**config.mk**
```make
export PLATFORM = sky130hd
export DESIGN_NAME = rst_cause_ctl
export DESIGN_NICKNAME = d
export VERILOG_FILES = /design/src/rtl/rst_cause_pkg.sv /design/src/rtl/rst_cause_decode.sv /design/src/rtl/rst_cause_reg.sv /design/src/rtl/rst_cause_pulse.sv /design/src/rtl/rst_cause_ctl.sv
export SDC_FILE = /design/constraint.sdc
export NUM_CORES = 1
export LEC_CHECK = 0
export BUFFER_PORTS_ARGS = -buffer_cell sky130_fd_sc_hd__buf_4
export CORE_UTILIZATION = 31
export CTS_CLUSTER_SIZE = 12
export DETAILED_ROUTE_END_ITERATION = 7
export GPL_TIMING_DRIVEN = 0
export PLACE_DENSITY = 0.86
export SLEW_MARGIN = 20
export SYNTH_ARGS = -nofsm -noshare
export SYNTH_HDL_FRONTEND = slang
export SYNTH_SLANG_ARGS = --single-unit
```
**constraint.sdc**
```tcl
create_clock -name clk -period 4.8 [get_ports clk]
set_clock_uncertainty 0.2 [all_clocks]
set_input_delay 1.2 -clock clk [delete_from_list [all_inputs] [get_ports clk]]
set_output_delay 1.2 -clock clk [all_outputs]
set_load 0.01 [all_outputs]
```
**src/rtl/rst_cause_pkg.sv**
```systemverilog
package rst_cause_pkg;

   localparam int unsigned REG_W   = 32;
   localparam int unsigned B_POR   = 31;
   localparam int unsigned B_SPOR  = 30;
   localparam int unsigned B_SXIR  = 29;
   localparam int unsigned B_BPOR  = 28;
   localparam int unsigned B_BXIR  = 27;

   localparam logic [REG_W-1:0] LIVE_MASK = 32'hF800_0000;
   localparam logic [REG_W-1:0] POR_VAL   = 32'h8000_0000;

   typedef enum logic [1:0] {
      K_ZERO = 2'd0,
      K_W1C  = 2'd1,
      K_W1S  = 2'd2
   } bit_kind_e;

   function automatic bit_kind_e bit_kind(input int unsigned idx);
      case (idx)
         B_POR, B_BPOR, B_BXIR: return K_W1C;
         B_SPOR, B_SXIR:        return K_W1S;
         default:               return K_ZERO;
      endcase
   endfunction

endpackage

```
**src/rtl/rst_cause_decode.sv**
```systemverilog
module rst_cause_decode #(
   parameter int unsigned ADDR_W = 16,
   parameter logic [ADDR_W-1:0] BASE = 16'hF020
) (
   input  logic [ADDR_W-1:0] addr,
   input  logic              wr,
   output logic              hit,
   output logic              wr_hit
);
   localparam int unsigned WORD_LSB = 3;

   if (ADDR_W < 4) begin : g_bad_addr_w
      $error("rst_cause_decode: ADDR_W must be at least 4");
   end

   always_comb begin
      hit    = (addr[ADDR_W-1:WORD_LSB] == BASE[ADDR_W-1:WORD_LSB]) && addr[2];
      wr_hit = hit && wr;
   end
endmodule

```
**src/rtl/rst_cause_reg.sv**
```systemverilog
module rst_cause_reg
   import rst_cause_pkg::*;
#(
   parameter int unsigned DATA_W = 32
) (
   input  logic              clk,
   input  logic              cold_n,
   input  logic              rst_n,
   input  logic              wr_hit,
   input  logic [DATA_W-1:0] wdata,
   input  logic              btn_por_evt,
   input  logic              btn_xir_evt,
   output logic [DATA_W-1:0] q
);
   if (DATA_W != REG_W) begin : g_bad_data_w
      $error("rst_cause_reg: DATA_W must be 32");
   end

   logic [DATA_W-1:0] wm;
   logic [DATA_W-1:0] evt;
   logic [DATA_W-1:0] nxt;
   logic              arm_q;

   always_comb begin
      wm           = wr_hit ? (wdata & LIVE_MASK) : '0;
      evt          = '0;
      evt[B_BPOR]  = btn_por_evt;
      evt[B_BXIR]  = btn_xir_evt;
   end

   for (genvar i = 0; i < DATA_W; i++) begin : g_bit
      if (bit_kind(i) == K_W1C) begin : g_w1c
         assign nxt[i] = (q[i] & ~wm[i]) | evt[i];
      end else if (bit_kind(i) == K_W1S) begin : g_w1s
         assign nxt[i] = q[i] | wm[i];
      end else begin : g_zero
         assign nxt[i] = 1'b0;
      end
   end

   always_ff @(posedge clk or negedge cold_n) begin
      if (!cold_n) begin
         q     <= '0;
         arm_q <= 1'b1;
      end else if (!rst_n) begin
         if (arm_q) q <= POR_VAL;
         arm_q <= 1'b0;
      end else begin
         q <= nxt;
         if (wm[B_SPOR]) arm_q <= 1'b1;
      end
   end

   a_r6_por_load: assert property (@(posedge clk) disable iff (!cold_n)
      (!rst_n && arm_q) |=> (q == POR_VAL));
   a_r7_plain_reset_holds: assert property (@(posedge clk) disable iff (!cold_n)
      (!rst_n && !arm_q) |=> $stable(q));
   a_r3_w1c_clears: assert property (@(posedge clk) disable iff (!cold_n || !rst_n)
      (wr_hit && wdata[B_POR]) |=> !q[B_POR]);
   a_r9_evt_wins: assert property (@(posedge clk) disable iff (!cold_n || !rst_n)
      btn_por_evt |=> q[B_BPOR]);
   a_r2_low_zero: assert property (@(posedge clk) disable iff (!cold_n)
      q[B_BXIR-1:0] == '0);
endmodule

```
**src/rtl/rst_cause_pulse.sv**
```systemverilog
module rst_cause_pulse (
   input  logic clk,
   input  logic cold_n,
   input  logic rst_n,
   input  logic trig,
   output logic pulse
);
   always_ff @(posedge clk or negedge cold_n) begin
      if (!cold_n)     pulse <= 1'b0;
      else if (!rst_n) pulse <= 1'b0;
      else             pulse <= trig;
   end

   a_r5_pulse_follows: assert property (@(posedge clk) disable iff (!cold_n || !rst_n)
      trig |=> pulse);
   a_r5_no_stray: assert property (@(posedge clk) disable iff (!cold_n || !rst_n)
      !trig |=> !pulse);
endmodule

```
**src/rtl/rst_cause_ctl.sv**
```systemverilog
module rst_cause_ctl
   import rst_cause_pkg::*;
#(
   parameter int unsigned ADDR_W = 16,
   parameter int unsigned DATA_W = 32,
   parameter logic [ADDR_W-1:0] BASE = 16'hF020
) (
   input  logic              clk,
   input  logic              cold_n,
   input  logic              rst_n,
   input  logic [ADDR_W-1:0] bus_addr,
   input  logic              bus_wr,
   input  logic [DATA_W-1:0] bus_wdata,
   output logic [DATA_W-1:0] bus_rdata,
   input  logic              btn_por_evt,
   input  logic              btn_xir_evt,
   output logic              sys_rst_req
);
   logic              hit;
   logic              wr_hit;
   logic [DATA_W-1:0] q;
   logic              trig;

   rst_cause_decode #(.ADDR_W(ADDR_W), .BASE(BASE)) u_dec (
      .addr   (bus_addr),
      .wr     (bus_wr),
      .hit    (hit),
      .wr_hit (wr_hit)
   );

   rst_cause_reg #(.DATA_W(DATA_W)) u_reg (
      .clk         (clk),
      .cold_n      (cold_n),
      .rst_n       (rst_n),
      .wr_hit      (wr_hit),
      .wdata       (bus_wdata),
      .btn_por_evt (btn_por_evt),
      .btn_xir_evt (btn_xir_evt),
      .q           (q)
   );

   assign trig = wr_hit && (bus_wdata[B_SPOR] || bus_wdata[B_SXIR]);

   rst_cause_pulse u_pulse (
      .clk    (clk),
      .cold_n (cold_n),
      .rst_n  (rst_n),
      .trig   (trig),
      .pulse  (sys_rst_req)
   );

   assign bus_rdata = hit ? q : '0;

   a_r8_miss_reads_zero: assert property (@(posedge clk) disable iff (!cold_n)
      !hit |-> (bus_rdata == '0));
   a_r1_quiet_in_cold: assert property (@(posedge clk)
      !cold_n |-> (!sys_rst_req && q == '0));
endmodule

```
* Word-level counts from Yosys, hierarchy flattened
Cells that the tools add are included.
** Storage, ports and cells
- Register bits :: 34
- Input bits :: 54
- Output and inout port bits :: 33
- Logic and storage cells :: 27
** Operators by class
- Equality and inequality tests :: 2
- Muxes and demuxes :: 7
- Bitwise operators :: 10
- Reductions and logical operators :: 5
** Operator list (number)
- 2-to-1 mux 32 bit :: 4
- equality test 13 bit (second input constant) :: 1
- bitwise OR 1 bit :: 4
- AND 1 bit :: 3
- logical AND 1 bit :: 3
- 2-to-1 mux 1 bit :: 3
- NOT 1 bit :: 3
- != test 2 x 1 -> 1 bit (second input constant) :: 1
- nonzero test 2 bit :: 1
- logical OR 1 bit :: 1

* Depth between registers and ports, before layout
Gate-level depths: netlist of the first run.
- Word-level depth :: 8
- Mapped depth :: 3

* Hierarchy
Synthesis of the first run repeated with hierarchy kept, for this count alone.
** Second synthesis, totals
- Cell total of the unflattened synthesis :: 97
- Area, all modules :: 833.3 sq um
** Modules (own cells, without submodules)
- rst_cause_reg :: times used 1, cells an instance 52, area each 470.5 sq um, sequential area each 151.4 sq um
- rst_cause_ctl :: times used 1, cells an instance 36, area each 262.8 sq um, sequential area each 0.0 sq um
- rst_cause_decode :: times used 1, cells an instance 7, area each 68.8 sq um, sequential area each 0.0 sq um
- rst_cause_pulse :: times used 1, cells an instance 2, area each 31.3 sq um, sequential area each 25.0 sq um

* Least setup slack after synthesis of the first run
Ideal clock, no wire load.
- Path kind :: input-to-output
- Start point :: input port bus_addr[10]
- End point :: output port bus_rdata[27]
- Arrival :: 2.312 ns
- Data required time :: 3.400 ns
- Path slack :: 1.088 ns
- Stages on the path :: 3
- Path buffers :: 0
- Path through :: or4b_1 nor4_2 and2_1
** On the way
- Longest elaborated chain between the ends :: 3
** RTL lines
- start, declared :: RTL line rst_cause_ctl.sv:11 : input logic [ADDR_W-1:0] bus_addr,
- equality test 13 bit :: RTL line rst_cause_decode.sv:17 : hit = (addr[ADDR_W-1:WORD_LSB] == BASE[ADDR_W-1:WORD_LSB]) && addr[2];
- logical AND 1 bit :: RTL line rst_cause_decode.sv:17
- 2-to-1 mux 32 bit :: RTL line rst_cause_ctl.sv:52 : assign bus_rdata = hit ? q : '0;
- end, declared :: RTL line rst_cause_ctl.sv:14 : output logic [DATA_W-1:0] bus_rdata,
Every way passes these cells.

* Worst setup path after layout of the first run
- Start point :: input port bus_addr[4]
- End point :: output port bus_rdata[30]
The elaborated chain is that of the path after synthesis.

==> flow_summary_export.csv, run 1 <==
group,metric,value,unit
place,place_congestion,0.657,
yosys,syn_area,589,um2
worst_setup_path,crit_fanout,5,
sta,hold_viol,0,
yosys,synth.area.top_cells,"buf_4 (34%), dfrtp_1 (25%), and2_1 (5.3%), dfstp_2 (4.5%), a22o_1 (4.5%)",
clocking,clockBufferDepth,2,
worst_setup_path,r2r_slack,3.65,ns
worst_setup_path,r2r-end,"u_reg.q[30]",
worst_setup_path,cp-end-kind,"output port",
global_routing,grt_pass1_vias,476,
clocking,cts_buffers,3,
floorplan,die_x,45.6,um
clocking,cts_num_sinks,7,
global_routing,grt.total_usage,0.122,
yosys,seq_area_frac_synth,0.299,
cells_and_area,drive_gt1_frac,0.525,
worst_setup_path,reg2reg_from,"u_reg.arm_q",
worst_setup_path,worst-setup-path-type,"in -> out",
sta,setup_viol,0,
worst_setup_path,cp-start-kind,"primary input",
sta,finalWorstSetupSlack,0.832,ns
clocking,hold_buffers,0,
sta,drv_slew,0,
pwr,power_density,166,nW/um2
min_path,hold-path-endpoint,"u_reg.q[29]",
routing,drt_drc_violations_left,0,
place,placed_cell_area,943,um2
sta,finalCritPeriodShare,0.827,
routing,vias,562,
worst_setup_path,startpoint,"bus_addr[4]",
routing,drtIter0Drc,10,
floorplan,core-area,1750,um2
min_path,holdPathStages,1,
clocking,h-tree-depth,1,
cells_and_area,post-route-cell-area,970,um2
worst_setup_path,cp.arrival,2.57,ns
worst_setup_path,r2r_cells,2,
routing,viasPerCell,3.82,
floorplan,rows,15,
pwr,vdd_drop_max,0.0921,mV
yosys,synthCells,62,
routing,first_pass_iters,2,
cells_and_area,area_growth,64.5,%
sta,max_freq,0.252,GHz
yosys,ys_ff_latch,7,
cells_and_area,nets,177,
yosys,synth.avg_cell_area,9.51,um2
routing,wl_per_cell,8.38,um
routing,wl,1230,um
cells_and_area,diodes,0,
sta,fin_crit,3.97,ns
clocking,cts_root_buf,"clkbuf_4",
yosys,yosys_warnings,0,
pwr,p_leak,0.557,nW
global_routing,antenna_found_initial,0,
min_path,worstHoldStart,"u_reg.q[29]",
floorplan,ios,87,
clocking,cts-resized-gates,0,
floorplan,start_util,0.338,
run,maxCapViolCount,0,
run_status,outcome,"finished clean",
yosys,netlist.area_leader.share,0.344,
clocking,cts_tree,"built",
routing,antenna_left,0,
yosys,synth_top_area_cell,"buf_4",
global_routing,grt_overflow_total,0,
yosys,synth_cell_types,19,
place,hpwlAfterDp,1060,um
floorplan,die_y,45.6,um
place,port_buffers,30,
clocking,path_clk_slew,0.05,ns
place,dp_worst_setup_slack,0.791,ns
clocking,clock_latency,0.26,ns
worst_setup_path,cp_data_required_time,3.40,ns
global_routing,grt_max_degree,8,
global_routing,grt_pass1_wl,1750,um
floorplan,dieArea,2080,um2
sta,fin_tns_setup,0,ns
clocking,post_cts_buffers,0,
min_path,hp-class,"reg -> reg",
sta,rsz0062_at_grt,"false",
[cells in the mapped netlist, drive strengths merged]
cell    instances
nand2b          3
nand2           1
conb            1
nand4b          1
o21a            1
buf            27
dfrtp           6
a22o            3
or4             1
dfstp           1
and2            5
inv             1
or4b            1
nor2b           2
o21ai           2
nand4           1
nor4            2
a22oi           3
[cell usage in the layout (no fill, tap or decap), drive strengths merged]
cell / n
a22oi: 3
o21a: 1
clkbuf: 4
nand2b: 3
o21ai: 2
and2: 5
or4: 1
a22o: 3
conb: 27
dfrtp: 6
nor4: 2
nand4: 1
dfstp: 1
nand4b: 1
or4b: 1
nor2b: 2
nand2: 1
inv: 1
buf: 57
[worst max-delay path, stage by stage]
cell and delay [ns]:
buf_4 0.11, or4_4 0.55, nor4_2 0.40, and2_1 0.19, buf_4 0.12
[sequential cells by signal (all words and copies together), names as in the netlist]
name           cells
u_reg.q            5
u_pulse.pulse      1
u_reg.arm_q        1
[logic make-up after synthesis]
family                 synth area share
buffers and inverters             0.350
and+or+nand+nor                   0.231
AOI/OAI and AO/OA                 0.113
DFF                               0.299
other                           0.00636
[metal layers]
layer / part of all wire / up-vias / track usage
li1: - / 278 / -
met3: 0.15 / 5 / 0.0357
met4: 0.026 / 0 / 0.0909
met5: 0 / - / 0
met1: 0.33 / 240 / 0.115
met2: 0.49 / 39 / 0.217
[power breakdown]
group	switching, mW	internal [mW]	leakage [nW]
combinational	0.0186	0.0281	0.463
clock	0.0230	0.0318	0.0150
sequential	0.00000830	0.0591	0.0785
total	0.0416	0.119	0.557
[how the worst max path moves through the flow]
stage                    endpoint  slack, ns
floorplan           bus_rdata[27]       1.09
global placement    bus_rdata[27]       0.82
detailed placement  bus_rdata[30]       0.79
CTS                 bus_rdata[30]       0.79
global route        bus_rdata[30]       0.75
finish              bus_rdata[30]       0.83
[metrics by stage]
stage / hold slack (ns) / cells / power (mW) / utilization
floorplan: 0.258 / 88 / 0.0888 / -
global placement: 0.277 / 143 / 0.106 / 0.541
detailed placement: 0.287 / 143 / 0.106 / 0.541
CTS: 0.303 / 147 / 0.162 / 0.556
global route: 0.326 / 147 / 0.171 / 0.556
finish: 0.296 / 147 / 0.161 / 0.556
[cell type report]
type | instances | area [um2]
buffer | 27 | 203
clock buffer | 4 | 26.3
fill | 169 | 776
inverter | 1 | 3.75
multi-input combinational | 53 | 304
sequential | 7 | 176
tap | 25 | 31.3
timing repair buffer | 30 | 225
Note: power is estimated with default switching activity, not from simulation.
==> run 2: changes to the inputs <==
- CORE_UTILIZATION: 31 -> 26
- PLACE_DENSITY: 0.86 -> 0.77
- clock period: 4.8 -> 3.24 ns (I/O delays scaled with it)
==> run 2 against run 1 <==
Compared with the run above:
- power rose by 46%
- sequential share of layout area down 0.59 points
- count of clock-buffer cells in the layout unchanged
- combinational power increased by 51%
- via count down 4.1%
- sequential power up 48%
==> flow_summary_export.csv, run 2 (synthesis results as in run 1) <==
group,metric,value,unit
worst_setup_path,cp-end-kind,"output port",
pwr,power_density,234,nW/um2
pwr,fin_total_pwr,0.235,mW
clocking,hold_buffers,0,
cells_and_area,diodes,0,
cells_and_area,mostFrequentLayoutCell,"buf_4",
place,port_buffers,30,
worst_setup_path,reg2reg_from,"u_reg.arm_q",
sta,max_freq,0.317,GHz
routing,wl,1170,um
place,place_congestion,0.700,
worst_setup_path,startpoint,"bus_addr[9]",
routing,drt_drc_violations_left,0,
run,maxCapViolCount,0,
worst_setup_path,r2r_slack,2.11,ns
floorplan,start_util,0.289,
pwr,combPwrFrac,0.300,
pwr,p_seq_frac,0.373,
clocking,h-tree-depth,1,
clocking,clockBufferDepth,2,
place,hpwlAfterDp,1040,um
clocking,cts_root_buf,"clkbuf_4",
clocking,cts_tree,"built",
worst_setup_path,crit_path_cell_trace,"buf_4 > or4b_4 > nor4_4 > and2_4 > buf_6",
worst_setup_path,r2r_cells,2,
routing,viasPerCell,3.59,
worst_setup_path,cp-start-kind,"primary input",
sta,rsz0062_at_grt,"false",
sta,fin_crit,3.15,ns
sta,fin_tns_setup,0,ns
floorplan,die_y,49.6,um
cells_and_area,layoutNonFillerInstCount,150,
clocking,cts_buffers,3,
worst_setup_path,cp_data_required_time,2.23,ns
global_routing,grt_max_degree,8,
cells_and_area,largest_register_ffs,5,
clocking,clock_latency,0.24,ns
floorplan,rows,16,
floorplan,dieArea,2460,um2
global_routing,grt_overflow_total,0,
place,dp_cells,145,
floorplan,core-area,2040,um2
clocking,cts_num_sinks,7,
sta,hold_viol,0,
routing,wl_per_cell,7.79,um
sta,finalCritPeriodShare,0.973,
floorplan,die_x,49.6,um
cells_and_area,layout_common_cells,"buf_4 (56), conb_1 (27), dfrtp_1 (6)",
cells_and_area,top_regs,"u_reg.q: 5 flops, u_pulse.pulse: 1 flops, u_reg.arm_q: 1 flops",
global_routing,grt_pass1_wl,1890,um
pwr,p_leak,0.576,nW
pwr,p_sw,0.0577,mW
worst_setup_path,worst-setup-path-type,"in -> out",
routing,drtIter0Drc,6,
worst_setup_path,worst_path_largest_cell_delay,0.53,ns
routing,vias,539,
floorplan,ios,87,
pwr,swShare,0.246,
cells_and_area,drive_gt1_frac,0.545,
worst_setup_path,crit_slowest_cell,"or4b_4",
pwr,p_int,0.177,mW
sta,drv_slew,0,
worst_setup_path,cp.arrival,2.14,ns
min_path,hp-class,"in -> async",
routing,antenna_left,0,
routing,first_pass_iters,3,
run_status,outcome,"finished clean",
cells_and_area,regMostFlops,"u_reg.q",
global_routing,grt_pass1_vias,485,
clocking,path_clk_slew,0.05,ns
cells_and_area,area_growth,70.1,%
pwr,p_clk_frac,0.327,
worst_setup_path,crit_fanout,5,
global_routing,grt.total_usage,0.102,
pwr,vdd_drop_max,0.104,mV
cells_and_area,nets,178,
global_routing,antenna_found_initial,0,
sta,setup_viol,0,
==> run 2: cell types whose count changed in the layout (fill, tap and decap cells not counted), sizes merged <==
cell,change
buf,+1
==> run 2: power groups by stage <==
stage / Clock, mW / Combinational (mW) / Sequential, mW
after floorplan: 0 / 0.0424 / 0.0891
after global placement: 0 / 0.0669 / 0.0891
after detailed placement: 0 / 0.0677 / 0.0891
after CTS: 0.0794 / 0.0682 / 0.0876
after global routing: 0.0833 / 0.0775 / 0.0875
final: 0.0767 / 0.0705 / 0.0877
==> run 2: worst paths after layout <==
check                                     end
worst max-delay path            bus_rdata[30]
worst min-delay path              u_reg.q[28]
worst max register to register    u_reg.q[30]
worst min register to register    u_reg.q[29]
max in group asynchronous         u_reg.arm_q
min in group clk                  u_reg.q[29]
==> run 2: critical path: cells and delay by family <==
kind | cells | cell delay (ns)
buffers and inverters | 2 | 0.20
AND/OR/NAND/NOR | 3 | 1.13
==> run 2: layout make-up <==
cell class / instances / area [um2]
flip-flops and latches: 7 / 176
fillers: 203 / 1040
clock buffers: 4 / 26.3
well taps: 27 / 33.8
plain buffers: 27 / 203
repair buffers: 31 / 240
inverters: 1 / 3.75
multi-input cells: 53 / 319
==> run 2: stage by stage <==
| stage | area [um2] | hold slack (ns) | setup slack (ns) | utilization |
|---|---|---|---|---|
| floorplan | 687 | 0.258 | 0.308 | - |
| global placement | 946 | 0.277 | -0.0256 | 0.463 |
| detailed placement | 946 | 0.280 | -0.0509 | 0.463 |
| CTS | 981 | 0.164 | 0.0279 | 0.480 |
| global route | 1000 | 0.166 | 0.00815 | 0.491 |
| finish | 1000 | 0.165 | 0.0874 | 0.491 |
==> run 2: repair_timing <==
| item | CTS | global route |
|---|---|---|
| setup endpoints to repair | 5 | 5 |
| gates resized for setup | 1 | 4 |
| buffers inserted | 0 | 1 |
| pin swaps | 0 | 3 |
| hold endpoints to repair | 0 | 0 |
| gates cloned | 0 | 0 |
==> run 2: routing by layer <==
layer	global-route usage	share of wire	vias up
met5	0	0	-
met4	0.0429	0	0
met1	0.106	0.36	222
met2	0.182	0.50	38
li1	-	-	279
met3	0.0370	0.14	0
==> run 3: changes to the inputs <==
- REMOVE_ABC_BUFFERS: unset -> 1
==> run 3 against run 2 <==
Compared with the run above:
- sequential power barely moved
- clock power rose by 5.3%
- non-clock buffer count fell by 28
- critical endpoint is now bus_rdata[29]
- final area fell by 22%
- worst hold slack got worse by 0.0030 ns
==> flow_summary_export.csv, run 3 (synthesis results as in run 1) <==
group,metric,value,unit
clocking,cts_buffers,3,
sta,hold_viol,0,
worst_setup_path,cp_data_required_time,2.23,ns
global_routing,grt_max_degree,8,
global_routing,grt_pass1_vias,458,
cells_and_area,layout_common_cells,"buf_4 (30), conb_1 (27), dfrtp_1 (6)",
worst_setup_path,cp-start-kind,"primary input",
routing,antenna_left,0,
clocking,cts_tree,"built",
clocking,path_clk_slew,0.05,ns
run,maxCapViolCount,0,
pwr,p_seq_frac,0.411,
routing,viasPerCell,4.09,
routing,first_pass_iters,4,
cells_and_area,ff_latch_area,176,um2
worst_setup_path,crit_slowest_cell,"or4b_1",
pwr,swShare,0.270,
floorplan,die_x,49.6,um
floorplan,rows,16,
clocking,clock_latency,0.25,ns
cells_and_area,nFillCells,206,
worst_setup_path,crit_path_cell_trace,"buf_4 > or4b_1 > nor4_4 > and2_1 > buf_4",
routing,drt_drc_violations_left,0,
place,placed_cell_area,743,um2
floorplan,core-area,2040,um2
routing,vias,499,
clocking,cts_num_sinks,7,
global_routing,grt_overflow_total,0,
cells_and_area,nets,150,
cells_and_area,diodes,0,
pwr,combPwrFrac,0.209,
run_status,outcome,"finished clean",
global_routing,grt.total_usage,0.0986,
sta,finalCritPeriodShare,0.985,
place,place_congestion,0.734,
cells_and_area,multi_input_area,313,um2
sta,setup_viol,0,
pwr,p_int,0.155,mW
pwr,p_clk_frac,0.379,
global_routing,grt_pass1_wl,1820,um
worst_setup_path,cp-end-kind,"output port",
pwr,vdd_drop_max,0.104,mV
pwr,p_sw,0.0576,mW
floorplan,die_y,49.6,um
cells_and_area,mostFrequentLayoutCell,"buf_4",
routing,wl_per_cell,9.71,um
sta,max_freq,0.313,GHz
cells_and_area,post-route-cell-area,778,um2
place,port_buffers,30,
worst_setup_path,crit_fanout,5,
worst_setup_path,worst-setup-path-type,"in -> out",
sta,rsz0062_at_grt,"false",
worst_setup_path,cp.arrival,2.18,ns
worst_setup_path,r2r_slack,2.08,ns
clocking,h-tree-depth,1,
cells_and_area,top_regs,"u_reg.q: 5 flops, u_pulse.pulse: 1 flops, u_reg.arm_q: 1 flops",
global_routing,antenna_found_initial,0,
sta,fin_crit,3.19,ns
place,hpwlAfterDp,989,um
floorplan,ios,87,
cells_and_area,largest_register_ffs,5,
routing,drtIter0Drc,4,
pwr,power_density,274,nW/um2
sta,drv_slew,0,
cells_and_area,area_growth,32.1,%
worst_setup_path,crit_path_frequent_cell,"buf_4",
clocking,cts_root_buf,"clkbuf_4",
cells_and_area,regMostFlops,"u_reg.q",
min_path,hp-class,"in -> async",
clocking,clockBufferDepth,2,
pwr,fin_total_pwr,0.213,mW
floorplan,start_util,0.289,
floorplan,dieArea,2460,um2
pwr,p_leak,0.420,nW
cells_and_area,drive_gt1_frac,0.389,
routing,wl,1190,um
worst_setup_path,worst_path_largest_cell_delay,0.61,ns
worst_setup_path,r2r_cells,2,
[run 3: timing repair]
item | CTS | global route
hold buffers | 0 | 0
resized for setup | 1 | 0
endpoints found under the setup margin | 5 | 0
buffers inserted | 0 | 0
[run 3: final cells by class]
| type | count | area share |
|---|---|---|
| timing repair buffer | 30 | 0.289 |
| tap | 27 | 0.0434 |
| clock buffer | 4 | 0.0338 |
| inverter | 1 | 0.00482 |
| sequential | 7 | 0.227 |
| multi-input combinational | 53 | 0.402 |
[run 3: per-stage QoR]
step	instances	utilization	setup slack, ns	setup TNS, ns	hold slack, ns
2_1_floorplan	61	-	0.308	0	0.258
3_3_place_gp	118	0.364	-0.0511	-0.231	0.278
3_5_place_dp	118	0.364	-0.0543	-0.189	0.275
4_1_cts	122	0.381	0.0352	0	0.155
5_1_grt	122	0.381	0.00484	0	0.154
6_report	122	0.381	0.0492	0	0.162
[run 3: path summary, 6_finish.rpt]
check | from | to
max | bus_addr[10] | bus_rdata[29]
min | cold_n | u_reg.q[31]
max reg2reg | u_reg.arm_q | u_reg.q[30]
min reg2reg | u_reg.q[30] | u_reg.q[30]
max in group asynchronous | cold_n | u_reg.arm_q
min in group clk | u_reg.q[30] | u_reg.q[30]
[run 3: per-layer routing]
layer	wire, um	global-route usage	part of all wire
met3	123	0.0370	0.10
met1	411	0.0902	0.35
met4	0	0.0286	0
met5	0	0	0
met2	649	0.196	0.55
[run 3: power by group through the flow]
stage | registers (mW) | logic (mW) | clock network, mW
2_1_floorplan | 0.0891 | 0.0182 | 0
3_3_place_gp | 0.0891 | 0.0431 | 0
3_5_place_dp | 0.0891 | 0.0440 | 0
4_1_cts | 0.0876 | 0.0446 | 0.0837
5_1_grt | 0.0875 | 0.0489 | 0.0901
6_report | 0.0876 | 0.0446 | 0.0808
[run 3: worst max-delay path: cells and delay by family]
| family | cells | cell delay [ns] |
|---|---|---|
| and+or+nand+nor | 3 | 1.14 |
| buffers and inverters | 2 | 0.22 |
